--- src/rtl/sis_pkg.sv ---
package sis_pkg;

  typedef enum logic [1:0] {
    TRIG_RISE  = 2'b00,
    TRIG_FALL  = 2'b01,
    TRIG_BOTH  = 2'b10,
    TRIG_LEVEL = 2'b11
  } trig_mode_e;

  // Decide whether a source records an event this cycle
  function automatic logic trig_fire(input trig_mode_e mode,
                                     input logic now_lvl,
                                     input logic was_lvl);
    logic fire;
    case (mode)
      TRIG_RISE:  fire = now_lvl & ~was_lvl;
      TRIG_FALL:  fire = ~now_lvl & was_lvl;
      TRIG_BOTH:  fire = now_lvl ^ was_lvl;
      default:    fire = now_lvl;
    endcase
    return fire;
  endfunction

  // Next value of a sticky bit: the read clears it first, then the event sets it
  function automatic logic sticky_next(input logic cur,
                                       input logic rd,
                                       input logic ev);
    return (cur & ~rd) | ev;
  endfunction

endpackage

--- src/rtl/sis_edge_unit.sv ---
module sis_edge_unit
  import sis_pkg::*;
(
  input  logic       clk,
  input  logic       rst_n,
  input  logic       cond,
  input  logic [1:0] mode,
  output logic       fire
);

  logic prev_q;

  always_ff @(posedge clk or negedge rst_n) begin
    if (!rst_n) prev_q <= 1'b0;
    else        prev_q <= cond;
  end

  always_comb begin
    fire = trig_fire(trig_mode_e'(mode), cond, prev_q);
  end

endmodule

--- src/rtl/sis_sticky_bank.sv ---
module sis_sticky_bank
  import sis_pkg::*;
#(
  parameter int unsigned WIDTH = 5
) (
  input  logic             clk,
  input  logic             rst_n,
  input  logic             rd_stb,
  input  logic [WIDTH-1:0] ev,
  output logic [WIDTH-1:0] status
);

  logic [WIDTH-1:0] status_q;

  for (genvar g = 0; g < WIDTH; g++) begin : g_bit
    always_ff @(posedge clk or negedge rst_n) begin
      if (!rst_n) status_q[g] <= 1'b0;
      else        status_q[g] <= sticky_next(status_q[g], rd_stb, ev[g]);
    end
  end

  assign status = status_q;

endmodule

--- src/rtl/sis_irq_merge.sv ---
module sis_irq_merge #(
  parameter int unsigned WIDTH = 5
) (
  input  logic [WIDTH-1:0] status,
  input  logic [WIDTH-1:0] mask,
  output logic             irq_n
);

  logic [WIDTH-1:0] live;

  always_comb begin
    live  = status & ~mask;
    irq_n = ~(|live);
  end

endmodule

--- src/rtl/sis_irq_status.sv ---
module sis_irq_status
  import sis_pkg::*;
#(
  parameter int unsigned NUM_SRC = 5
) (
  input  logic                   clk,
  input  logic                   rst_n,
  input  logic [NUM_SRC-1:0]     cond_i,
  input  logic [2*NUM_SRC-1:0]   mode_i,
  input  logic [NUM_SRC-1:0]     mask_i,
  input  logic                   rd_stb_i,
  output logic [NUM_SRC-1:0]     rd_data_o,
  output logic                   irq_n_o
);

  localparam int unsigned MODE_W = 2;

  // Events detected this cycle, one per source
  logic [NUM_SRC-1:0] ev_w;
  logic [NUM_SRC-1:0] status_w;

  for (genvar s = 0; s < NUM_SRC; s++) begin : g_src
    sis_edge_unit u_edge (
      .clk   (clk),
      .rst_n (rst_n),
      .cond  (cond_i[s]),
      .mode  (mode_i[MODE_W*s +: MODE_W]),
      .fire  (ev_w[s])
    );
  end

  sis_sticky_bank #(.WIDTH(NUM_SRC)) u_bank (
    .clk    (clk),
    .rst_n  (rst_n),
    .rd_stb (rd_stb_i),
    .ev     (ev_w),
    .status (status_w)
  );

  sis_irq_merge #(.WIDTH(NUM_SRC)) u_merge (
    .status (status_w),
    .mask   (mask_i),
    .irq_n  (irq_n_o)
  );

  assign rd_data_o = status_w;

endmodule

--- config.mk ---
export PLATFORM = sky130hd
export DESIGN_NAME = sis_irq_status
export DESIGN_NICKNAME = d
export VERILOG_FILES = /design/src/rtl/sis_pkg.sv /design/src/rtl/sis_edge_unit.sv /design/src/rtl/sis_sticky_bank.sv /design/src/rtl/sis_irq_merge.sv /design/src/rtl/sis_irq_status.sv
export SDC_FILE = /design/constraint.sdc
export NUM_CORES = 1
export LEC_CHECK = 0
export BUFFER_PORTS_ARGS = -buffer_cell sky130_fd_sc_hd__buf_2
export CAP_MARGIN = 20
export CORE_MARGIN = 3
export CORE_UTILIZATION = 47
export CTS_BUF_LIST = sky130_fd_sc_hd__clkbuf_8
export DETAILED_ROUTE_END_ITERATION = 10
export PLACE_DENSITY_LB_ADDON = 0.1
export SLEW_MARGIN = 20
export SYNTH_ARGS = -nofsm -noshare
export SYNTH_HDL_FRONTEND = slang
export SYNTH_SLANG_ARGS = --single-unit
export TNS_END_PERCENT = 10
--- constraint.sdc ---
create_clock -name clk -period 1.8 [get_ports clk]
set_input_delay 0.09 -clock clk [delete_from_list [all_inputs] [get_ports clk]]
set_output_delay 0.09 -clock clk [all_outputs]
set_load 0.1 [all_outputs]
==> flow_metrics.py <==
metrics = {
    "yosys": {
        "ys_warn_count": 0,
        "ys_ff_latch": 10,
        "syn_inst": 61,
        "synthTopCellsByArea": "dfrtp_1 40%, ha_1 20%, inv_1 9.6%",
        "synth_top_area_cell": "dfrtp_1",
        "ys_seq_area_frac": 0.402,
        "async_flop_share": 1.00,
        "synth_cell_types": 16,
        "yosysTopAreaCellShare": 0.402,
        "synth_enable_flop_cells": 0,
        "synth_ff_type": "dfrtp_1",
        "syn-num-nets": 94,
        "synth.avg_cell_area_sq_um": 10.2,
        "synth.most_common_cell": "inv_1",
        "synth_common_cells": "16 x inv_1, 10 x dfrtp_1, 10 x ha_1",
        "mappedNetlistArea_sq_um": 623,
    },
    "global_route": {
        "grt_max_degree": 11,
        "grt_usage": 0.173,
        "grt_pass1_wl_mm": 2.24,
        "antenna_found_initial": 0,
        "grt_pass1_vias": 524,
        "overflow": 0,
    },
    "clocking": {
        "cts.sinks": 10,
        "clock_latency_ns": 0.24,
        "cts_made_buffers": 3,
        "clkSlewWorstSetupHoldPaths_ns": 0.05,
        "cts_setup_buffers": 0,
        "root_buffer": "clkbuf_8",
        "cts_max_level": 1,
        "clockBufferDepth": 2,
        "cts_tree": "done",
    },
    "min_path": {
        "hold_depth": 1,
        "hold_class": "input port to flip-flop",
    },
    "power": {
        "clkPwrFrac": 0.350,
        "p_leak_uw": 0.000493,
        "power_density_nw_per_um2": 939,
        "p_seq_frac": 0.316,
        "p_sw_uw": 305,
        "internal_power_uw": 515,
        "comb_power_share": 0.333,
        "swShare": 0.372,
        "irDropWorstVdd_v": 0.000564,
    },
    "timing": {
        "post-route-period-util": 0.849,
        "slew_violations": 0,
        "tightestPinTransition_ns": 0.490,
        "hold_ws_ns": 0.00169,
        "hold_viol": 0,
        "fin_setup_tns_ns": 0,
        "setup_viol": 0,
        "rsz0062_at_grt": "no",
        "setup_ws_ns": 0.272,
        "max_freq_ghz": 0.654,
        "finalCriticalPeriod_ns": 1.53,
        "relSlewSlack": 0.675,
        "skew_ns": 0.000121,
    },
    "worst_setup_path": {
        "cp.required_ns": 1.71,
        "path_class": "flip-flop to primary output",
        "worst_setup_path_end_kind": "primary output",
        "path_cells": "inv_1, o22ai_1, nor3_4, buf_2",
        "reg2reg_slack_ns": 0.39,
        "cpPeakStageDelay_ns": 0.44,
        "cp-start-kind": "flip-flop",
        "critPathSlowestCell": "buf_2",
        "critPathMaxFanout": 2,
        "worst_ep_arrival_time_ns": 1.44,
        "worstRegToRegCells": 4,
    },
    "floorplanning": {
        "die_x_um": 42.4,
        "fp.dieH_um": 42.4,
        "core_area_sq_um": 1170,
        "io_pins": 29,
        "die_area_sq_um": 1800,
        "row_count": 12,
        "start_util": 0.532,
    },
    "place": {
        "place_inst": 103,
        "io_buffers": 28,
        "post-dp-hpwl_mm": 1.01,
        "gp_congestion": 0.767,
        "place_area_sq_um": 798,
        "place_ws_ns": 0.376,
    },
    "route": {
        "routed_wl_mm": 1.35,
        "drtPass1Iterations": 4,
        "antenna_left": 0,
        "wl_per_cell_um": 12.4,
        "drtIter0Drc": 11,
        "num_vias": 546,
        "viasPerCell": 5.01,
        "drc": 0,
    },
    "run": {
        "max_cap_violations": 0,
    },
    "cells_and_area": {
        "stdcell_count": 109,
        "antenna_cells": 0,
        "drive_above_1_share": 0.453,
        "area_growth_pct": 40.2,
        "nNetsFinal": 129,
        "fin_area_sq_um": 873,
    },
    "outcome": {
        "status": "finished clean",
    },
}
## worst max-delay path, delay by kind of cell (launching register included)
kind | cells | cell delay [ns]
buffers and inverters | 2 | 0.52
flip-flops | 1 | 0.39
AND/OR/NAND/NOR | 1 | 0.17
AO/OA/AOI/OAI | 1 | 0.12
## cells by family after synthesis
family,count (synthesis),share of synthesized area
fa+ha+maj,10,0.201
buf+inv,16,0.0964
compound gates,11,0.127
mux,5,0.114
simple gates,9,0.0602
flops,10,0.402
## per-stage QoR
stage          total power [uW]   util
2_1_floorplan               465      -
3_3_place_gp                528  0.682
3_5_place_dp                534  0.682
4_1_cts                     827  0.746
5_1_grt                     863  0.746
6_report                    820  0.746
## metal layers
layer  GRT usage  vias to the layer above  share of wire
li1            -                      271              -
met1       0.186                      244           0.37
met2       0.283                       25           0.52
met3      0.0644                        6          0.083
met4       0.106                        0          0.021
met5           0                        -              0
## cell usage in the layout (no fill, tap or decap), drive strengths merged
cell type,count
ha,10
o21ai,3
o221ai,3
nor2,1
buf,28
a221o,1
dfrtp,10
a21o,1
mux4,1
clkbuf,4
o22ai,2
mux2,4
nand2,6
nor3,1
nor2b,1
inv,16
dlygate4sd3,2
a211oi,1
## power groups by stage
stage | Sequential [uW] | Combinational [uW] | Clock (uW)
floorplan | 376 | 89.0 | 0
global placement | 262 | 266 | 0
detailed placement | 264 | 270 | 0
CTS | 260 | 276 | 291
global route | 262 | 292 | 308
finish | 259 | 274 | 287
## final cells by class
cell class / count / area (sq um)
clock buffer: 4 / 55.1
fill: 88 / 298
inverter: 16 / 60.1
multi-input combinational: 35 / 324
sequential: 10 / 256
tap: 14 / 17.5
timing repair buffer: 30 / 160
## sequential cells by signal (all words and copies together) (netlist names)
name,count
u_bank.status,5
g_src.u_edge.prev_q,5
## final timing paths
kind                                   startpoint                endpoint
min in group asynchronous                   rst_n  g_src[3].u_edge.prev_q
setup / recovery                 u_bank.status[1]                 irq_n_o
hold reg to reg                  u_bank.status[4]        u_bank.status[4]
hold / removal                          cond_i[1]  g_src[1].u_edge.prev_q
setup reg to reg           g_src[4].u_edge.prev_q        u_bank.status[4]
max in group asynchronous                   rst_n        u_bank.status[1]
## timing repair
item / 4_1_cts / 5_1_grt
hold buffers: 2 / 0
endpoints found under the hold margin: 11 / 0
gates resized for setup: 0 / 0
No activity file was read; power rests on OpenSTA's default activity.
